$ cat config.mk
export PLATFORM = sky130hd
export DESIGN_NAME = svc_bridge_regs
export DESIGN_NICKNAME = d
export VERILOG_FILES = /design/src/rtl/svc_regs_pkg.sv /design/src/rtl/svc_index_decode.sv /design/src/rtl/svc_alias_reg.sv /design/src/rtl/svc_plain_regs.sv /design/src/rtl/svc_bridge_regs.sv
export SDC_FILE = /design/constraint.sdc
export NUM_CORES = 1
export LEC_CHECK = 0
export ABC_AREA = 1
export BUFFER_PORTS_ARGS = -buffer_cell sky130_fd_sc_hd__clkbuf_2
export CORE_UTILIZATION = 50
export DETAILED_ROUTE_END_ITERATION = 6
export GPL_ROUTABILITY_DRIVEN = 0
export PLACE_DENSITY_LB_ADDON = 0.15
export REMOVE_ABC_BUFFERS = 1
export SYNTH_ARGS = -nofsm -noshare
export SYNTH_HDL_FRONTEND = slang
export SYNTH_SLANG_ARGS = --single-unit
$ cat constraint.sdc
create_clock -name clk -period 6.2 [get_ports clk]
set_clock_uncertainty 0.1 [all_clocks]
set_input_delay 0.31 -clock clk [delete_from_list [all_inputs] [get_ports clk]]
set_output_delay 0.31 -clock clk [all_outputs]
set_load 0.02 [all_outputs]
$ cat src/rtl/svc_regs_pkg.sv
package svc_regs_pkg;

    localparam int DW = 64;

    // Register indices.
    localparam logic [7:0] IX_FAULT     = 8'h00;
    localparam logic [7:0] IX_FAULT_AND = 8'h01;
    localparam logic [7:0] IX_FAULT_OR  = 8'h02;
    localparam logic [7:0] IX_MASK      = 8'h03;
    localparam logic [7:0] IX_MASK_AND  = 8'h04;
    localparam logic [7:0] IX_MASK_OR   = 8'h05;
    localparam logic [7:0] IX_ACT0      = 8'h06;
    localparam logic [7:0] IX_ACT1      = 8'h07;
    localparam logic [7:0] IX_WIN       = 8'h0a;
    localparam logic [7:0] IX_SPB       = 8'h0b;
    localparam logic [7:0] IX_CTL       = 8'h0e;
    localparam logic [7:0] IX_SEMR      = 8'h0f;
    localparam logic [7:0] IX_CTL_SET   = 8'h12;
    localparam logic [7:0] IX_CTL_CLR   = 8'h13;
    localparam logic [7:0] IX_DMA       = 8'h14;
    localparam logic [7:0] IX_STAT      = 8'h15;
    localparam logic [7:0] IX_SRC       = 8'h1b;

    // The memory-mapped window starts at this index.
    localparam logic [7:0] MMIO_BIAS = 8'h0a;

    localparam logic [DW-1:0] WIN_KEEP = 64'h0003_ffff_fff0_0000;
    localparam logic [DW-1:0] SPB_KEEP = 64'h0003_ffff_0000_0000;
    localparam logic [DW-1:0] SRC_KEEP = 64'hffff_e00f_0000_0000;
    localparam int            CTL_WIN2_BIT = 62;

    typedef enum logic [4:0] {
        OP_NONE,
        OP_FAULT_WR, OP_FAULT_AND, OP_FAULT_OR,
        OP_MASK_WR,  OP_MASK_AND,  OP_MASK_OR,
        OP_ACT0, OP_ACT1, OP_WIN, OP_SPB,
        OP_CTL_WR, OP_CTL_SET, OP_CTL_CLR,
        OP_SEMR, OP_DMA, OP_SRC,
        OP_STAT_DENY, OP_WIN_DENY, OP_UNIMPL
    } wr_op_e;

    typedef enum logic [3:0] {
        RS_ONES, RS_FAULT, RS_MASK, RS_ACT0, RS_ACT1, RS_WIN,
        RS_SPB, RS_CTL, RS_SEMR, RS_DMA, RS_STAT, RS_SRC
    } rd_sel_e;

    typedef struct packed {
        logic    is_read;
        logic    is_write;
        wr_op_e  op;
        rd_sel_e rsel;
    } dec_t;

    // Registers with AND/OR (or set/clear) aliases.
    localparam int N_ALIAS  = 3;
    localparam int AL_FAULT = 0;
    localparam int AL_MASK  = 1;
    localparam int AL_CTL   = 2;

    // Registers written only as a whole value, through a keep mask.
    localparam int N_PLAIN  = 7;
    localparam int PL_ACT0  = 0;
    localparam int PL_ACT1  = 1;
    localparam int PL_WIN   = 2;
    localparam int PL_SPB   = 3;
    localparam int PL_SEMR  = 4;
    localparam int PL_DMA   = 5;
    localparam int PL_SRC   = 6;

    localparam wr_op_e PLAIN_OP [N_PLAIN] = '{
        OP_ACT0, OP_ACT1, OP_WIN, OP_SPB, OP_SEMR, OP_DMA, OP_SRC
    };
    localparam logic [DW-1:0] PLAIN_KEEP [N_PLAIN] = '{
        '1, '1, WIN_KEEP | 64'h1, SPB_KEEP, '1, '1, SRC_KEEP
    };

    function automatic wr_op_e wr_lookup(input logic [7:0] ix, input logic mm);
        case (ix)
            IX_FAULT:     return OP_FAULT_WR;
            IX_FAULT_AND: return OP_FAULT_AND;
            IX_FAULT_OR:  return OP_FAULT_OR;
            IX_MASK:      return OP_MASK_WR;
            IX_MASK_AND:  return OP_MASK_AND;
            IX_MASK_OR:   return OP_MASK_OR;
            IX_ACT0:      return OP_ACT0;
            IX_ACT1:      return OP_ACT1;
            IX_WIN:       return mm ? OP_WIN_DENY : OP_WIN;
            IX_SPB:       return OP_SPB;
            IX_CTL:       return OP_CTL_WR;
            IX_SEMR:      return OP_SEMR;
            IX_CTL_SET:   return OP_CTL_SET;
            IX_CTL_CLR:   return OP_CTL_CLR;
            IX_DMA:       return OP_DMA;
            IX_STAT:      return OP_STAT_DENY;
            IX_SRC:       return OP_SRC;
            default:      return OP_UNIMPL;
        endcase
    endfunction

    function automatic rd_sel_e rd_lookup(input logic [7:0] ix);
        case (ix)
            IX_FAULT: return RS_FAULT;
            IX_MASK:  return RS_MASK;
            IX_ACT0:  return RS_ACT0;
            IX_ACT1:  return RS_ACT1;
            IX_WIN:   return RS_WIN;
            IX_SPB:   return RS_SPB;
            IX_CTL:   return RS_CTL;
            IX_SEMR:  return RS_SEMR;
            IX_DMA:   return RS_DMA;
            IX_STAT:  return RS_STAT;
            IX_SRC:   return RS_SRC;
            default:  return RS_ONES;
        endcase
    endfunction

endpackage

$ cat src/rtl/svc_index_decode.sv
module svc_index_decode
    import svc_regs_pkg::*;
#(
    parameter int ADDR_W = 16
) (
    input  logic              req_valid,
    input  logic              req_write,
    input  logic              req_from_mmio,
    input  logic [ADDR_W-1:0] req_addr,
    output dec_t              dec
);
    // Wide enough for the word address plus the window bias, and at least 9 bits.
    localparam int IDX_W = (ADDR_W - 2 > 9) ? ADDR_W - 2 : 9;

    logic [IDX_W-1:0] ix_full;
    logic             in_map;
    logic [7:0]       ix;

    always_comb begin
        ix_full = IDX_W'(req_addr[ADDR_W-1:3])
                + (req_from_mmio ? IDX_W'(MMIO_BIAS) : IDX_W'(0));
        in_map  = (ix_full <= IDX_W'(255));
        ix      = ix_full[7:0];

        dec.is_read  = req_valid && !req_write;
        dec.is_write = req_valid && req_write;
        dec.op       = OP_NONE;
        dec.rsel     = RS_ONES;
        if (dec.is_write) begin
            dec.op = in_map ? wr_lookup(ix, req_from_mmio) : OP_UNIMPL;
        end
        if (in_map) begin
            dec.rsel = rd_lookup(ix);
        end
    end
endmodule

$ cat src/rtl/svc_alias_reg.sv
module svc_alias_reg #(
    parameter int          W       = 64,
    parameter logic [W-1:0] RST_VAL = '0
) (
    input  logic         clk,
    input  logic         rst,
    input  logic         ld,
    input  logic         and_en,
    input  logic         or_en,
    input  logic [W-1:0] d,
    output logic [W-1:0] q,
    output logic [W-1:0] nxt
);
    always_comb begin
        nxt = q;
        if (ld) begin
            nxt = d;
        end else if (and_en) begin
            nxt = q & d;
        end else if (or_en) begin
            nxt = q | d;
        end
    end

    always_ff @(posedge clk) begin
        if (rst) begin
            q <= RST_VAL;
        end else begin
            q <= nxt;
        end
    end
endmodule

$ cat src/rtl/svc_plain_regs.sv
module svc_plain_regs
    import svc_regs_pkg::*;
#(
    parameter logic [DW-1:0] WIN_BASE_DEFAULT = '0
) (
    input  logic          clk,
    input  logic          rst,
    input  wr_op_e        op,
    input  logic [DW-1:0] wdata,
    output logic [DW-1:0] q [N_PLAIN]
);
    for (genvar g = 0; g < N_PLAIN; g++) begin : g_slot
        localparam logic [DW-1:0] RV =
            (g == PL_WIN) ? ((WIN_BASE_DEFAULT & PLAIN_KEEP[g]) | 64'h1) : '0;

        always_ff @(posedge clk) begin
            if (rst) begin
                q[g] <= RV;
            end else if (op == PLAIN_OP[g]) begin
                q[g] <= wdata & PLAIN_KEEP[g];
            end
        end
    end
endmodule

$ cat src/rtl/svc_bridge_regs.sv
module svc_bridge_regs
    import svc_regs_pkg::*;
#(
    parameter int            ADDR_W           = 16,
    parameter logic [63:0]   WIN_BASE_DEFAULT = 64'h0000_0003_fff0_0000
) (
    input  logic              clk,
    input  logic              rst,
    input  logic              req_valid,
    input  logic              req_write,
    input  logic              req_from_mmio,
    input  logic [ADDR_W-1:0] req_addr,
    input  logic [63:0]       req_wdata,
    output logic              rsp_valid,
    output logic [63:0]       rsp_rdata,
    output logic              err_pulse,
    output logic              unimpl_pulse,
    output logic              ctl_chg_pulse,
    output logic [63:0]       win_base,
    output logic              win_en
);
    dec_t dec;

    svc_index_decode #(.ADDR_W(ADDR_W)) u_dec (
        .req_valid     (req_valid),
        .req_write     (req_write),
        .req_from_mmio (req_from_mmio),
        .req_addr      (req_addr),
        .dec           (dec)
    );

    // Alias-capable registers: fault, mask, control.
    logic [N_ALIAS-1:0] al_ld, al_and, al_or;
    logic [63:0]        al_d   [N_ALIAS];
    logic [63:0]        al_q   [N_ALIAS];
    logic [63:0]        al_nxt [N_ALIAS];

    always_comb begin
        al_ld  = '0;
        al_and = '0;
        al_or  = '0;
        for (int i = 0; i < N_ALIAS; i++) begin
            al_d[i] = req_wdata;
        end
        // Clearing is an AND with the inverted data.
        al_d[AL_CTL] = (dec.op == OP_CTL_CLR) ? ~req_wdata : req_wdata;
        al_ld[AL_FAULT]  = (dec.op == OP_FAULT_WR);
        al_and[AL_FAULT] = (dec.op == OP_FAULT_AND);
        al_or[AL_FAULT]  = (dec.op == OP_FAULT_OR);
        al_ld[AL_MASK]   = (dec.op == OP_MASK_WR);
        al_and[AL_MASK]  = (dec.op == OP_MASK_AND);
        al_or[AL_MASK]   = (dec.op == OP_MASK_OR);
        al_ld[AL_CTL]    = (dec.op == OP_CTL_WR);
        al_and[AL_CTL]   = (dec.op == OP_CTL_CLR);
        al_or[AL_CTL]    = (dec.op == OP_CTL_SET);
    end

    for (genvar a = 0; a < N_ALIAS; a++) begin : g_alias
        svc_alias_reg #(.W(64), .RST_VAL('0)) u_reg (
            .clk    (clk),
            .rst    (rst),
            .ld     (al_ld[a]),
            .and_en (al_and[a]),
            .or_en  (al_or[a]),
            .d      (al_d[a]),
            .q      (al_q[a]),
            .nxt    (al_nxt[a])
        );
    end

    logic [63:0] pl_q [N_PLAIN];

    svc_plain_regs #(.WIN_BASE_DEFAULT(WIN_BASE_DEFAULT)) u_plain (
        .clk   (clk),
        .rst   (rst),
        .op    (dec.op),
        .wdata (req_wdata),
        .q     (pl_q)
    );

    // Names seen by the bound checker.
    logic [63:0] fault_q, ctl_q;
    assign fault_q = al_q[AL_FAULT];
    assign ctl_q   = al_q[AL_CTL];

    // Interrupt status has no setter in this block; it reads as zero.
    logic [63:0] stat_q;
    assign stat_q = '0;

    logic [63:0] rd_val;
    always_comb begin
        case (dec.rsel)
            RS_FAULT: rd_val = al_q[AL_FAULT];
            RS_MASK:  rd_val = al_q[AL_MASK];
            RS_CTL:   rd_val = al_q[AL_CTL];
            RS_ACT0:  rd_val = pl_q[PL_ACT0];
            RS_ACT1:  rd_val = pl_q[PL_ACT1];
            RS_WIN:   rd_val = pl_q[PL_WIN];
            RS_SPB:   rd_val = pl_q[PL_SPB];
            RS_SEMR:  rd_val = pl_q[PL_SEMR];
            RS_DMA:   rd_val = pl_q[PL_DMA];
            RS_STAT:  rd_val = stat_q;
            RS_SRC:   rd_val = pl_q[PL_SRC];
            default:  rd_val = '1;
        endcase
    end

    always_ff @(posedge clk) begin
        if (rst) begin
            rsp_valid     <= 1'b0;
            rsp_rdata     <= '0;
            err_pulse     <= 1'b0;
            unimpl_pulse  <= 1'b0;
            ctl_chg_pulse <= 1'b0;
        end else begin
            rsp_valid     <= dec.is_read;
            if (dec.is_read) begin
                rsp_rdata <= rd_val;
            end
            err_pulse     <= (dec.op == OP_WIN_DENY) || (dec.op == OP_STAT_DENY);
            unimpl_pulse  <= (dec.op == OP_UNIMPL);
            ctl_chg_pulse <= al_nxt[AL_CTL][CTL_WIN2_BIT] ^ al_q[AL_CTL][CTL_WIN2_BIT];
        end
    end

    assign win_base = pl_q[PL_WIN] & WIN_KEEP;
    assign win_en   = pl_q[PL_WIN][0];
endmodule

* After elaboration in Yosys (flattened, before gate mapping)
Memories as Yosys holds them, arrays and structs flattened.
Index checks and enable logic that the tools add are counted.
** Storage, ports and cells
- Register bits after elaboration :: 588
- ROM bits :: 128
- Input bits :: 85
- Output and inout port bits :: 133
- Word-level logic and storage cells :: 100
- Memories kept :: 1
** Cells by class
- $add $sub $neg :: 1
- Magnitude comparators :: 1
- Equality and inequality tests :: 46
- Multiplexer cells :: 18
- Bitwise gates (word level) :: 8
- Reduce and logical (&&, ||, !) cells :: 9
** Memories
- (name not given) :: depth 32, width 4, read ports 1, clocked after memory_dff 0, wr ports 0, line svc_regs_pkg.sv:101 : case (ix)
** Operator list (number)
- one-hot mux 64 bit (11 select lines) :: 1
- two-way mux 64 bit :: 10
- bitwise AND 64 bit :: 3
- bitwise OR 64 bit :: 3
- one-hot mux 5 bit (17 select lines) :: 1
- NOT 64 bit :: 1
- == test 5 x 4 -> 1 bit (second input constant) :: 8
- == test 8 x 5 -> 1 bit (second input constant) :: 5
- == test 8 x 3 -> 1 bit (second input constant) :: 4
- == test 8 x 4 -> 1 bit (second input constant) :: 4
- == test 5 x 3 -> 1 bit (second input constant) :: 4
- == test 5 bit (second input constant) :: 4
- == test 4 x 3 -> 1 bit (second input constant) :: 4
- == test 4 bit (second input constant) :: 4
- == test 8 x 2 -> 1 bit (second input constant) :: 2
- two-way mux 5 bit :: 3
- adder 13 x 14 -> 14 bit :: 1
- less-or-equal comparator 14 x 8 -> 1 bit (second input constant) :: 1
- two-way mux 4 bit :: 3
- == test 5 x 2 -> 1 bit (second input constant) :: 2
- nonzero test 3 bit :: 3
- == test 4 x 2 -> 1 bit (second input constant) :: 2
- == test 8 x 1 -> 1 bit (second input constant) :: 1
- logical NOT 8 bit :: 1
- other kinds (7) :: 8

* Depth between registers and ports, before layout
- Depth after elaboration :: 13
- Mapped depth :: 24
- Depth with buffers taken out :: 23

* Cells and area by module
Synthesis repeated with hierarchy kept, for this count alone.
** Second synthesis, totals
- Cells, all modules :: 5842
- Area, all modules :: 34560.6 µm²
** Modules (own cells, without submodules)
- svc_plain_regs :: instances 1, cells an instance 1979, area an instance 13548.0 µm², sequential area each 6566.3 µm²
- svc_alias_reg :: instances 3, cells an instance 605, area an instance 3550.9 µm², sequential area each 1281.2 µm²
- svc_bridge_regs :: instances 1, cells an instance 1903, area an instance 9631.7 µm², sequential area each 1361.3 µm²
- svc_index_decode :: instances 1, cells an instance 145, area an instance 728.2 µm², sequential area each 0.0 µm²

* Least setup slack after synthesis
No wires, ideal clock.
- Path kind :: input -> register
- Start point :: in req_from_mmio
- End point :: reg u_plain.q[363] in the netlist's numbering
- Setup time :: 128 ps
- Arrival time :: 2689 ps
- Data required time :: 5972 ps
- Path slack :: 3283 ps
- Stages on the path :: 16
- Buffers on the path :: 3
- Cell sequence :: ha_1 -> ha_1 -> clkbuf_1 -> inv_2 -> nand3_1 -> nand2_1 -> o31ai_2 -> nand3_2 -> nand2_2 -> nand2_4 -> nand2_4 -> inv_2 -> nand2_1 -> buf_2 -> clkbuf_1 -> a21oi_1
** Between the ends
- Longest elaborated chain between the ends :: 7
- Elaborated cells between the ends (all ways) :: 25
- Classes of those cells :: 1 x add/sub; 1 x order compare; 17 x eq/ne; 5 x mux; 1 x reduce/logical
** Ends and longest elaborated chain
- start: declaration :: line svc_bridge_regs.sv:11 : input logic req_from_mmio,
- parallel branches: the longest is 4 deep, another holds adder 13 x 14 -> 14 bit
- two-way mux 5 bit (*) :: line svc_index_decode.sv:30 : dec.op = in_map ? wr_lookup(ix, req_from_mmio) : OP_UNIMPL;
- two-way mux 5 bit (*) :: line svc_index_decode.sv:29 : if (dec.is_write) begin
- == test 5 x 4 -> 1 bit (*) :: line svc_plain_regs.sv:19 : end else if (op == PLAIN_OP[g]) begin
- end signal: indexed assignment :: line svc_plain_regs.sv:20 : q[g] <= wdata & PLAIN_KEEP[g];
- end: declaration :: line svc_plain_regs.sv:10 : output logic [DW-1:0] q [N_PLAIN]
Every way passes the cells marked *.
A chain may end at the register's enable or synchronous reset.

* Final worst setup path
- Start point :: in req_from_mmio
- End point :: reg rsp_rdata[35]
** Between the ends
- Longest elaborated chain between the ends :: 7
- Elaborated cells between the ends (all ways) :: 19
- Classes of those cells :: 1 x add/sub; 1 x order compare; 11 x eq/ne; 4 x mux; 1 x reduce/logical; 1 x memory
** Ends and longest elaborated chain
- two-way mux 4 bit (*) :: line svc_index_decode.sv:21 : + (req_from_mmio ? IDX_W'(MMIO_BIAS) : IDX_W'(0));
- adder 13 x 14 -> 14 bit (*) :: line svc_index_decode.sv:21
- memory read (32 x 4 bit) or logical NOT 3 bit (tied branches)
- two-way mux 4 bit :: line svc_regs_pkg.sv:101
- two-way mux 4 bit (*) :: line svc_index_decode.sv:32 : if (in_map) begin
- == test 4 bit (tied with other cells) :: line svc_bridge_regs.sv:92 : case (dec.rsel)
- one-hot mux 64 bit (11 select lines) (*) :: line svc_bridge_regs.sv:92
- end signal: assignment :: line svc_bridge_regs.sv:118 : rsp_rdata <= rd_val;
- end: declaration :: line svc_bridge_regs.sv:15 : output logic [63:0] rsp_rdata,
Every way passes the cells marked *; elsewhere a longest branch is shown, timed or not.

==> results.md <==
- Worst Tran Pin Value: 1.10 ns
- Total Wirelength: 102000 um
- Outcome: finished, final reports clean
- # resized after CTS: 0
- WHS: 0.0513 ns
- CP endpoint kind: register
- Post-route ant nets: 0
- Dpl hpwl: 53500 um
- Fraction of layout cells with a size suffix above 1: 0.101
- Inst Count DP: 4726
- Min-delay worst type: in2reg
- Final setup TNS: 0 ns
- Pleak: 0.0128 uW
- Final Hold Viols: 0
- Ys Warns: 0
- Synth cell count leaders: dfxtp_1 (588), inv_1 (445), nor2_1 (433), o21ai_0 (424), a21oi_1 (423)
- Peak supply drop: 0.241 mV
- Most frequent cell after synthesis: dfxtp_1
- Synthesized flop and latch total: 588
- FFs w/ async S/R, synth: 0
- Vias: 28900
- Routed len/inst: 20.7 um
- Max Clk Rate: 0.241 GHz
- Pwr Density: 262 nW/um^2
- Number of CTS-inserted buffers: 66
- Sequential share of the synthesized area: 0.409
- All-layer global routing usage: 0.335
- Die Width: 242 um
- Mapped Cells: 4069
- Synthesized cell area: 28800 sq um
- IO Pins: 218
- DP Worst Slack: 1.53 ns
- Count of cell types in the netlist: 47
- Core Area: 56600 sq um
- Synthesis-to-layout area growth: 12.1%
- H-Tree Depth: 3
- Yosys top cell area share: 0.409
- Final slew viol count: 0
- Vias per cell: 5.90
- Max-cap violations: 0
- Reg clk slew, reported paths: 0.06 ns
- Fin crit period: 4.15 ns
- Net count, final: 4190
- Synth Flop Type: dfxtp_1
- Antenna violations before repair: 3
- DRT iter0 DRCs: 2894
- Clock buffer depth: 3
- Cell Count, Final, Fillers Out: 4906
- Clock Latency Late Sink: 0.61 ns
- Crit-path max FO: 15
- Crit path required time: 6.60 ns
- Die height: 242 um
- RSZ-0062 raised after global routing: false
- Fillers: 5585
- Vias in the first global route: 26300
- Root Buffer Master: clkbuf_16
- Gr ovfl total: 0
- Synth area leaders: dfxtp_1 (41%), o21ai_0 (7.4%), a21oi_1 (7.3%)
- Worst setup margin: 2.05 ns
- DIE AREA: 58600 sq um
- Initial Util: 0.509
- Residual DRC count: 0
- CTS Sinks: 588
- First-pass GRT wire length: 154000 um
- Critical Path Source Type: input port
- Slew margin rel.: 0.268
- CTS tree: yes
- Arr. time, crit path: 4.55 ns
- Avg Cell Area, Syn: 7.08 sq um
- Finish-stage setup viols: 0
- Post-synth top area cell: dfxtp_1
- Largest net degree at the start of global routing: 198
- Row cnt: 87
- EDFF count, synth: 0
- DR pass1 iterations: 6
- Classification of the worst setup path: in2reg
- Final period utilization: 0.669
- Port-buffer cells: 180
-- cell type report --
class / instances / area (sq um) / share of cell area
multi-input cells: 2678 / 13600 / 0.421
flip-flops and latches: 588 / 11800 / 0.365
repair buffers: 294 / 2040 / 0.0632
clock buffers: 101 / 2010 / 0.0622
inverters: 474 / 1790 / 0.0554
well taps: 756 / 946 / 0.0293
clock inverters: 14 / 153 / 0.00473
diodes: 1 / 2.50 / 0.0000775
-- sequential cells by signal (all words and copies together) (netlist names) --
register         flops
rsp_rdata           64
ctl_chg_pulse        1
u_plain.q          328
err_pulse            1
unimpl_pulse         1
rsp_valid            1
g_alias.u_reg.q    192
-- layout by cell type (no fill, tap or decap), types with 15 or more instances in the layout --
master / n
a221oi_1: 15
clkbuf_16: 71
nor2_1: 431
o2111ai_1: 63
inv_2: 25
clkbuf_1: 18
nand2_1: 369
a21oi_1: 423
nor2_4: 18
nand2_2: 20
inv_1: 445
clkbuf_2: 179
o21ai_1: 200
conb_1: 34
o22ai_1: 43
buf_4: 41
nor3_1: 17
nand4_1: 87
dlygate4sd3_1: 64
nand3_1: 310
dfxtp_1: 588
o21ai_0: 424
a211oi_1: 134
a31oi_1: 22
-- cell families (layout without fill, tap and decap cells) --
kind of cell,count (synthesis),after routing,share of synthesized area
AND/OR/NAND/NOR,1280,1280,0.198
flip-flops,588,588,0.409
buffers and inverters,836,883,0.127
other,1,35,0.000130
AO/OA/AOI/OAI,1361,1361,0.265
adder cells (fa/ha/maj),3,3,0.00130
-- final timing paths --
| path | cells past startpoint | to | slack (ns) | start |
|---|---|---|---|---|
| max | 20 | rsp_rdata[35]$_SDFFE_PP0P_ | 2.05 | req_from_mmio |
| min | 3 | g_alias[0].u_reg.q[47]$_SDFFE_PP0P_ | 0.05 | req_wdata[47] |
| max reg2reg | 4 | rsp_rdata[31]$_SDFFE_PP0P_ | 4.88 | g_alias[2].u_reg.q[31]$_SDFFE_PP0P_ |
| min reg2reg | 2 | u_plain.q[371]$_SDFFE_PP0N_ | 0.35 | u_plain.q[371]$_SDFFE_PP0N_ |
-- where the power goes --
| group | internal [uW] | leakage [uW] | switching [uW] |
|---|---|---|---|
| Clock | 2350 | 0.00107 | 1610 |
| Sequential | 3850 | 0.00476 | 46.0 |
| Combinational | 171 | 0.00693 | 421 |
-- worst max-delay path, cell delays in order --
cell and delay, ns:
clkbuf_2 0.14, ha_1 0.23, ha_1 0.23, nand2_1 0.12, nand2_1 0.14, nand3_1 0.10
nand2_1 0.09, nor2_4 0.19, nand3_2 0.16, nor3_4 0.59, buf_4 0.31, inv_2 0.06
nand2_2 0.16, nor2_4 0.07, nor2_4 0.48, inv_2 0.43, a211oi_1 0.39, nand3_1 0.20
nand2_1 0.09, inv_1 0.04
-- what timing repair did --
| item | 4_1_cts | 5_1_grt |
|---|---|---|
| buffers inserted | 0 | 0 |
| hold endpoints to repair | 143 | 0 |
| hold buffers | 64 | 0 |
| endpoints found under the setup margin | 0 | 0 |
-- stage by stage --
step	util	power [uW]	area, sq um
finish	0.570	8450	32300
global placement	0.521	4510	29500
global route	0.570	8700	32300
CTS	0.570	8480	32300
detailed placement	0.521	4520	29500
floorplan	-	4290	27100
-- metal layers --
layer  track usage  vias up  wire length, um  part of all wire
li1              -    13900                -                 -
met2         0.537     1407            45600              0.45
met1         0.436    13300            42400              0.42
met5             0        -               22           0.00022
met4         0.151        4             4520             0.044
met3        0.0651      322             9220             0.091
Note: power is estimated with default switching activity, not from simulation.
